`src/rtl/impl_chk_pkg.sv`:
```
package impl_chk_pkg;

  localparam int IDX_W     = 8;
  localparam int DEF_RULES = 7;

  typedef enum logic [1:0] {
    K_SIMPLE = 2'd0,
    K_RESID  = 2'd1,
    K_FUNC   = 2'd2,
    K_OFF    = 2'd3
  } kind_e;

  typedef enum logic [1:0] {
    OP_AND = 2'd0,
    OP_OR  = 2'd1,
    OP_XOR = 2'd2
  } op_e;

  // site_p is the pivot for residual rules and the result site for functions
  typedef struct packed {
    kind_e            kind;
    op_e              op;
    logic             inv_a;
    logic             inv_b;
    logic             val_p;
    logic             val_a;
    logic             val_b;
    logic [IDX_W-1:0] site_p;
    logic [IDX_W-1:0] site_a;
    logic [IDX_W-1:0] site_b;
  } rule_t;

  typedef rule_t [DEF_RULES-1:0] rule_tab_t;

  function automatic rule_t mk_rule(kind_e k, op_e o, logic ia, logic ib,
                                    logic vp, logic va, logic vb,
                                    int sp, int sa, int sb);
    rule_t r;
    r.kind   = k;
    r.op     = o;
    r.inv_a  = ia;
    r.inv_b  = ib;
    r.val_p  = vp;
    r.val_a  = va;
    r.val_b  = vb;
    r.site_p = IDX_W'(sp);
    r.site_a = IDX_W'(sa);
    r.site_b = IDX_W'(sb);
    return r;
  endfunction

  // Example table used when no table is supplied
  function automatic rule_tab_t default_rules();
    rule_tab_t t;
    t[0] = mk_rule(K_SIMPLE, OP_AND, 1'b0, 1'b0, 1'b0, 1'b1, 1'b0,  0,  2,  5);
    t[1] = mk_rule(K_SIMPLE, OP_AND, 1'b0, 1'b0, 1'b0, 1'b0, 1'b0,  0,  0,  1);
    t[2] = mk_rule(K_RESID,  OP_AND, 1'b0, 1'b0, 1'b0, 1'b1, 1'b1,  3,  4,  6);
    t[3] = mk_rule(K_RESID,  OP_AND, 1'b0, 1'b0, 1'b1, 1'b1, 1'b0,  7,  8,  9);
    t[4] = mk_rule(K_FUNC,   OP_AND, 1'b1, 1'b0, 1'b0, 1'b0, 1'b0, 12, 10, 11);
    t[5] = mk_rule(K_FUNC,   OP_OR,  1'b0, 1'b1, 1'b0, 1'b0, 1'b0, 18, 16, 17);
    t[6] = mk_rule(K_FUNC,   OP_XOR, 1'b0, 1'b0, 1'b0, 1'b0, 1'b0, 15, 13, 14);
    return t;
  endfunction

endpackage

```
`src/rtl/impl_chk_rule.sv`:
```
module impl_chk_rule
  import impl_chk_pkg::*;
#(
  parameter rule_t RULE = '0
) (
  input  logic bit_p,
  input  logic bit_a,
  input  logic bit_b,
  output logic viol
);

  logic unused_bits;

  generate
    if (RULE.kind == K_SIMPLE) begin : g_simple
      assign viol        = (bit_a == RULE.val_a) && (bit_b != RULE.val_b);
      assign unused_bits = bit_p;
    end else if (RULE.kind == K_RESID) begin : g_resid
      assign viol        = (bit_p == RULE.val_p) && (bit_a == RULE.val_a) &&
                           (bit_b != RULE.val_b);
      assign unused_bits = 1'b0;
    end else if (RULE.kind == K_FUNC) begin : g_func
      logic opa;
      logic opb;
      logic fn;
      assign opa = bit_a ^ RULE.inv_a;
      assign opb = bit_b ^ RULE.inv_b;
      always_comb begin
        case (RULE.op)
          OP_OR:   fn = opa | opb;
          OP_XOR:  fn = opa ^ opb;
          default: fn = opa & opb;
        endcase
      end
      assign viol        = (bit_p != fn);
      assign unused_bits = 1'b0;
    end else begin : g_off
      assign viol        = 1'b0;
      assign unused_bits = ^{bit_p, bit_a, bit_b};
    end
  endgenerate

endmodule

```
`src/rtl/impl_chk_hist.sv`:
```
module impl_chk_hist #(
  parameter int CNT_W = 16
) (
  input  logic             clk,
  input  logic             rst_n,
  input  logic             sample_vld,
  input  logic             any_viol,
  input  logic             clr_hist,
  output logic             err_flag,
  output logic             err_sticky,
  output logic [CNT_W-1:0] viol_cnt
);

  localparam logic [CNT_W-1:0] CNT_MAX = {CNT_W{1'b1}};

  logic             hit;
  logic             flag_nxt;
  logic             sticky_nxt;
  logic [CNT_W-1:0] cnt_base;
  logic [CNT_W-1:0] cnt_nxt;

  assign hit = sample_vld & any_viol;

  always_comb begin
    flag_nxt   = hit;
    sticky_nxt = hit | (err_sticky & ~clr_hist);
    cnt_base   = clr_hist ? '0 : viol_cnt;
    cnt_nxt    = cnt_base;
    if (hit && (cnt_base != CNT_MAX)) begin
      cnt_nxt = cnt_base + 1'b1;
    end
  end

  always_ff @(posedge clk or negedge rst_n) begin
    if (!rst_n) begin
      err_flag   <= 1'b0;
      err_sticky <= 1'b0;
      viol_cnt   <= '0;
    end else begin
      err_flag   <= flag_nxt;
      err_sticky <= sticky_nxt;
      viol_cnt   <= cnt_nxt;
    end
  end

endmodule

```
`src/rtl/impl_chk_top.sv`:
```
module impl_chk_top
  import impl_chk_pkg::*;
#(
  parameter int                        SITE_W    = 19,
  parameter int                        NUM_RULES = DEF_RULES,
  parameter int                        CNT_W     = 16,
  parameter rule_t [NUM_RULES-1:0]     RULES     = default_rules()
) (
  input  logic                 clk,
  input  logic                 rst_n,
  input  logic                 sample_vld,
  input  logic [SITE_W-1:0]    sites,
  input  logic                 clr_hist,
  output logic [NUM_RULES-1:0] viol_vec,
  output logic                 err_flag,
  output logic                 err_sticky,
  output logic [CNT_W-1:0]     viol_cnt
);

  logic any_viol;

  for (genvar i = 0; i < NUM_RULES; i++) begin : g_rule
    localparam int PI = int'(RULES[i].site_p);
    localparam int AI = int'(RULES[i].site_a);
    localparam int BI = int'(RULES[i].site_b);

    impl_chk_rule #(
      .RULE (RULES[i])
    ) u_rule (
      .bit_p (sites[PI]),
      .bit_a (sites[AI]),
      .bit_b (sites[BI]),
      .viol  (viol_vec[i])
    );
  end

  assign any_viol = |viol_vec;

  impl_chk_hist #(
    .CNT_W (CNT_W)
  ) u_hist (
    .clk        (clk),
    .rst_n      (rst_n),
    .sample_vld (sample_vld),
    .any_viol   (any_viol),
    .clr_hist   (clr_hist),
    .err_flag   (err_flag),
    .err_sticky (err_sticky),
    .viol_cnt   (viol_cnt)
  );

endmodule

```
`config.mk`:
```
export PLATFORM = sky130hd
export DESIGN_NAME = impl_chk_top
export DESIGN_NICKNAME = d
export VERILOG_FILES = /design/src/rtl/impl_chk_pkg.sv /design/src/rtl/impl_chk_rule.sv /design/src/rtl/impl_chk_hist.sv /design/src/rtl/impl_chk_top.sv
export SDC_FILE = /design/constraint.sdc
export NUM_CORES = 1
export LEC_CHECK = 0
export BUFFER_PORTS_ARGS = -buffer_cell sky130_fd_sc_hd__buf_2
export CORE_MARGIN = 5
export CORE_UTILIZATION = 40
export DETAILED_ROUTE_END_ITERATION = 16
export GPL_ROUTABILITY_DRIVEN = 0
export PLACE_DENSITY = 0.66
export SYNTH_ARGS = -nofsm -noshare
export SYNTH_HDL_FRONTEND = slang
export SYNTH_HIERARCHICAL = 1
export SYNTH_SLANG_ARGS = --single-unit
```
`constraint.sdc`:
```
create_clock -name clk -period 2.8 [get_ports clk]
set_input_delay 0.28 -clock clk [delete_from_list [all_inputs] [get_ports clk]]
set_output_delay 0.28 -clock clk [all_outputs]
set_load 0.02 [all_outputs]
```
---- After elaboration in Yosys (flattened, before gate mapping) ----
Index checks and enable logic that the tools add are counted.
Widths: inputs -> output; s select.
operators by class
  eq/ne operators ......................... 4
  shift operators ......................... 0
  multipliers ............................. 0
  add/sub/neg operators ................... 1
  order comparisons ....................... 0
  reductions and logical operators ........ 8
  bitwise gates (word level) .............. 12
  multiplexer cells ....................... 2
  divide/modulo/power cells ............... 0
operators with widths
  kind                   number
  $mux 16                2
  $add 16x1->16 const B  1
  $ne 16x16->1 const B   1
  $logic_and 1x1->1      7
  $reduce_or 7->1        1
  $not 1->1              6
  $and 1x1->1            3
  $ne 1x1->1             3
  $or 1x1->1             2
  $xor 1x1->1            1
word-level totals
  bits in latches ......................... 0
  memories kept ........................... 0
  word-level logic and storage cells ...... 30
  bits in read-only memories .............. 0
  memory bits (writable) .................. 0
  bits of input ports ..................... 23
  bits in registers ....................... 18
  output and inout port bits .............. 25

---- Depth between registers and ports, before layout ----
  word-level depth ........................ 7
  depth in mapped cells ................... 8
  depth with buffers taken out ............ 8

---- Hierarchy ----
Netlist, hierarchy kept.
by module, submodules not included
  module                                 area each (um^2)  times used  sequential area each (um^2)  cells an instance
  impl_chk_hist                          994.7             1           450.4                        94
  impl_chk_rule at g_rule[4].u_rule      30.0              1           0.0                          2
  impl_chk_rule at g_rule[6].u_rule      23.8              1           0.0                          1
  impl_chk_rule at g_rule[5].u_rule      22.5              1           0.0                          2
  impl_chk_top                           15.0              1           0.0                          3
  impl_chk_rule at g_rule[1].u_rule      13.8              1           0.0                          1
  impl_chk_rule at g_rule[0].u_rule ...  6.3               2           0.0                          1
  impl_chk_rule at g_rule[2].u_rule      12.5              1           0.0                          1

---- Least setup slack after synthesis ----
No wires, ideal clock.
  kind .................................... input -> register
  start ................................... in sites[17]
  end ..................................... reg u_hist.viol_cnt[14]
  arrival time ............................ 2023 ps
  required time ........................... 2672 ps
  setup time .............................. 128 ps
  buffers on the path ..................... 0
  setup slack ............................. 649 ps
  cell stages on the path ................. 8
  path through ............................ nor2b_4 > xnor2_1 > nor3_1 > nand2_1 > nand4b_4 > or2_4 > nor4b_2 > mux2_1
on the way
  word-level cells in the longest chain between the ends .. 7
ends and longest elaborated chain
  what                        RTL line             source
  start, declared             impl_chk_top.sv:12   input logic [SITE_W-1:0] sites,
  $not 1->1 (no source line)  -
  $or 1x1->1                  impl_chk_rule.sv:30  OP_OR: fn = opa | opb;
  $ne 1x1->1                  impl_chk_rule.sv:35  assign viol = (bit_p != fn);
  net viol_vec[5]             impl_chk_top.sv:14   output logic [NUM_RULES-1:0] viol_vec,
  $reduce_or 7->1             impl_chk_top.sv:37   assign any_viol = |viol_vec;
  net any_viol                impl_chk_top.sv:20   logic any_viol;
  $and 1x1->1                 impl_chk_hist.sv:22  assign hit = sample_vld & any_viol;
  $logic_and 1x1->1           impl_chk_hist.sv:29  if (hit && (cnt_base != CNT_MAX)) begin
  $mux 16                     impl_chk_hist.sv:29
  net u_hist.cnt_nxt[14]      impl_chk_hist.sv:20  logic [CNT_W-1:0] cnt_nxt;
  end signal, assigned        impl_chk_hist.sv:42  viol_cnt <= cnt_nxt;
  end, declared               impl_chk_hist.sv:11  output logic [CNT_W-1:0] viol_cnt
The timed path passes the listed nets, and every way through them passes these cells.

---- Worst setup path after layout ----
  start ................................... reg u_hist.viol_cnt[4]
  end ..................................... reg u_hist.viol_cnt[14]
on the way
  word-level cells in the longest chain between the ends .. 4
  elaborated cells on any way between the ends .. 5
  classes of those cells .................. add/sub (1); eq/ne (1); mux (2); reduce/logical (1)
ends and longest elaborated chain
  what                                                   RTL line             source
  $mux 16 *                                              impl_chk_hist.sv:27  cnt_base = clr_hist ? '0 : viol_cnt;
  branches (longest 2 deep; another with $add 16x1->16)  -
  $mux 16 *                                              impl_chk_hist.sv:29
  net u_hist.cnt_nxt[14]                                 impl_chk_hist.sv:20
Mark *: on every way through the listed nets, which the timed path passes.

==> metrics list <==
* Result of the run: finished, final reports clean
- Routed wire per std cell: 14.0 um
- In the synthesized netlist, the number of instances is approximately 110.
- Placed instance count: between 150 and 200
- Counting both buffers and inverters, the worst setup path holds a total of 1.
* Tot GR Track Use: between 10% and 20%
- The tool flagged a number of max-cap violations equal to 0.
- After detailed routing, the number of remaining DRC violations is 0.
* Count of final setup violators: 0
- Post-route fraction of the period consumed by the critical path: 67.1%
* Crit path cell chain: nand3_1 -> nor4_4 -> buf_4 -> nor4b_2 -> mux2_1
- Remaining number of nets flagged by the antenna check after routing: 0
- F_max: about 0.53 GHz
- Total of flip-flops plus latches after synthesis: 18
* CP max stage delay: roughly 0.42 ns
- Entering global routing, the biggest net connects 19 pins.
- For this block, the routed nets add up to about 2600 um of wire.
- IR drop worst, VDD: ~0.32 mV
- In this run the biggest area consumer among cell types represents 40.0% of the synthesized area.
- The routed layout has 976 vias.
- The initial antenna violation count is 0.
- After synthesis, the netlist uses 42 different library cells.
- The biggest area contributor in the post-synthesis netlist is sky130_fd_sc_hd__dfrtp_1.
* Transition time at the pin with the least slew margin: approximately 0.46 ns
* Half-perimeter wire length of the detailed placement result: 2070 um
* Net total in the final layout: 180
* Worst hold-check path type: in -> reg
- The number of nets handed over by synthesis was between 100 and 150.
* Unrepaired setup endpoints after global routing: false
- The final number of max-transition violations is 0.
- Adding up every negative setup slack in the final design gives 0 ns.
- CTS built an H-tree with a depth of 1.
* Worst slack at placement: ~0.68 ns
- Share of the core filled with cells in the final layout: roughly half
- The die is roughly 63 um tall.
* Asr flop ratio synth: 100%
- Dominant register cell in the synthesized netlist: sky130_fd_sc_hd__dfrtp_1
* Via count of the first global-routing pass: just over 1,000
- Of the cells placed in the final design, the portion with a size suffix greater than 1 is between 40% and 50%.
- For the worst-skew pair, the clock arrives at the later sink with an insertion delay of 0.29 ns.
- Clock tree from TritonCTS: built
- Required time of the critical path: ~3 ns
- Dividing the synthesized area by the synthesized cell count gives roughly 11 um2.
- Power per standard cell area: roughly 350 nW/um2
- In the routed layout, each cell is associated on average with a via count of 5.25.
* Max Root-Sink Buffers: 2
* Startpoint of the worst-slack reg-to-reg timing path: u_hist/viol_cnt[4]
- Number of search-and-repair iterations in the first detailed-routing pass: 4
* Final worst clock skew: roughly 0.0047 ns
* Core area: ~2700 um2
- Hold violation total from the final report: 0
- Clock buffer count from CTS: 3
- Post-layout min period: around 1.9 ns
- Broken down by cell family, the worst path's largest delay share belongs to simple AND/OR/NAND/NOR gates.
- The share of the Yosys chip area taken by registers is 40.0%.
* Yosys warning count: 6
- Core Rows: 19
- After clock tree synthesis, the clock-pin slew on the worst setup and hold paths is about 0.10 ns.
- In this run the worst setup path begins at u_hist/viol_cnt[4].
- Arrival time at the worst endpoint: around 2.1 ns
- The largest individual stage delay along the critical path comes from the cell sky130_fd_sc_hd__dfrtp_1.
- Initial standard-cell utilization of the core: between 40% and 50%
- Post-route non-filler standard cell count: 186
* Dpl cell area: 1390 um2
- CTS Root Cell: sky130_fd_sc_hd__clkbuf_4
* Leakage component of the power: 0.725 nW
* Element type at the critical path start: flop
* Cell with the most instances after synthesis: sky130_fd_sc_hd__dfrtp_1
- Kind of critical path: reg -> reg
- The clock net in this run drives a total of 18 sinks.
- Summing every instance area after synthesis gives 1120 um2.
* Detailed router's first-iteration violation count: 39
- Worst setup margin: roughly 0.92 ns
- The worst setup path is captured at a flop.
- In this run the worst path has a maximum fanout of 8.
* Cell types with the highest counts after synthesis: 18 x sky130_fd_sc_hd__dfrtp_1, 11 x sky130_fd_sc_hd__nand2_1, 7 x sky130_fd_sc_hd__nor2_1, 7 x sky130_fd_sc_hd__nor2b_1, 7 x sky130_fd_sc_hd__xnor2_1
- Die area: 3970 um2
* Ant. Diodes: 0
- Origin of the worst min-delay path: sample_vld
- After global routing the overflow that remains totals 0.
* Layout Area Growth over Synthesis: 26.1%
- Final instance area: between 1000 and 1500 um2
- The synthesized design contains 0 enable-type register cells.
- Top Ports: between 40 and 50
- Die Wd: approximately 63 um
- Global-route wire length before repair: 4610 um
- Measured against its own limit, the worst slew margin works out to 69.1%.
- Count of port buffers added during placement: 47
* Leading cell types by total area after synthesis: sky130_fd_sc_hd__dfrtp_1 40%, sky130_fd_sc_hd__xnor2_1 5.5%, sky130_fd_sc_hd__nor2b_1 3.9%
## cells in the final DEF (no fill, tap or decap), types with 2 or more instances in the layout
| cell type | instances |
|---|---|
| sky130_fd_sc_hd__dfrtp_1 | 18 |
| sky130_fd_sc_hd__nor2b_1 | 7 |
| sky130_fd_sc_hd__clkbuf_4 | 3 |
| sky130_fd_sc_hd__nand2_1 | 11 |
| sky130_fd_sc_hd__mux2_1 | 2 |
| sky130_fd_sc_hd__nor3_1 | 2 |
| sky130_fd_sc_hd__a211oi_1 | 2 |
| sky130_fd_sc_hd__nand3_1 | 5 |
| sky130_fd_sc_hd__nor2b_4 | 2 |
| sky130_fd_sc_hd__and3_1 | 2 |
| sky130_fd_sc_hd__a31oi_1 | 6 |
| sky130_fd_sc_hd__xnor2_1 | 7 |
| sky130_fd_sc_hd__nor2_1 | 7 |
| sky130_fd_sc_hd__buf_2 | 47 |
| sky130_fd_sc_hd__and2_1 | 2 |
| sky130_fd_sc_hd__nand2b_1 | 2 |
| sky130_fd_sc_hd__nand2b_4 | 2 |
| sky130_fd_sc_hd__inv_1 | 3 |
## area by class of cell
cell class	count	area, um2
fill	245	1320
multi-input combinational	82	643
sequential	18	450
timing repair buffer	49	253
tap	31	38.8
clock buffer	3	22.5
inverter	3	11.3
## worst reg2reg max path: cells and delay by family, from the launching register on
family	cells	cell delay (ns)
buf+inv	1	0.22
mux	1	0.34
flops	1	0.42
simple gates	3	0.79
## cells by family after synthesis
family / count (synthesis) / share of synthesized area (%)
XOR/XNOR: 9 / 9.01
flip-flops: 18 / 40.0
AO/OA/AOI/OAI: 14 / 8.90
multiplexers: 4 / 4.23
AND/OR/NAND/NOR: 55 / 35.0
buffers and inverters: 6 / 2.78
## registers in the layout (all words and copies together), names as in the netlist
signal             flops
u_hist/err_sticky      1
u_hist/err_flag        1
u_hist/viol_cnt       16
## routing by layer
metal | GRT usage [%] | up-vias | share of wire (%)
li1 | - | 472 | -
met3 | 4.32 | 5 | 4.2
met1 | 15.5 | 477 | 42
met5 | 0 | - | 0
met2 | 26.0 | 22 | 53
met4 | 3.98 | 0 | 0.89
## final timing paths
kind / slack (ns) / end / depth (start not counted)
max: 0.92 / u_hist/viol_cnt[14] / 5
min: 0.35 / u_hist/err_flag / 3
max reg2reg: 0.92 / u_hist/viol_cnt[14] / 5
min reg2reg: 0.48 / u_hist/err_sticky / 1
max in group asynchronous: 2.07 / u_hist/viol_cnt[0] / 2
min in group asynchronous: 0.45 / u_hist/viol_cnt[3] / 2
## report_power, final
group	leakage, nW	switching [mW]	total (mW)	internal (mW)
combinational	0.468	0.0573	0.104	0.0466
clock	0.0138	0.0736	0.124	0.0500
sequential	0.243	0.00775	0.276	0.268
total	0.725	0.139	0.503	0.364
## metrics by stage
stage | power (mW) | hold slack (ns)
floorplan | 0.339 | -0.0156
global route | 0.536 | 0.341
global placement | 0.382 | 0.234
CTS | 0.513 | 0.329
detailed placement | 0.386 | 0.240
finish | 0.503 | 0.348
## timing repair
action | 4_1_cts | 5_1_grt
resized for setup | 0 | 0
setup buffers | 0 | 0
hold buffers | 1 | 0
endpoints found under the hold margin | 18 | 0
No activity file was read; power rests on OpenSTA's default activity.
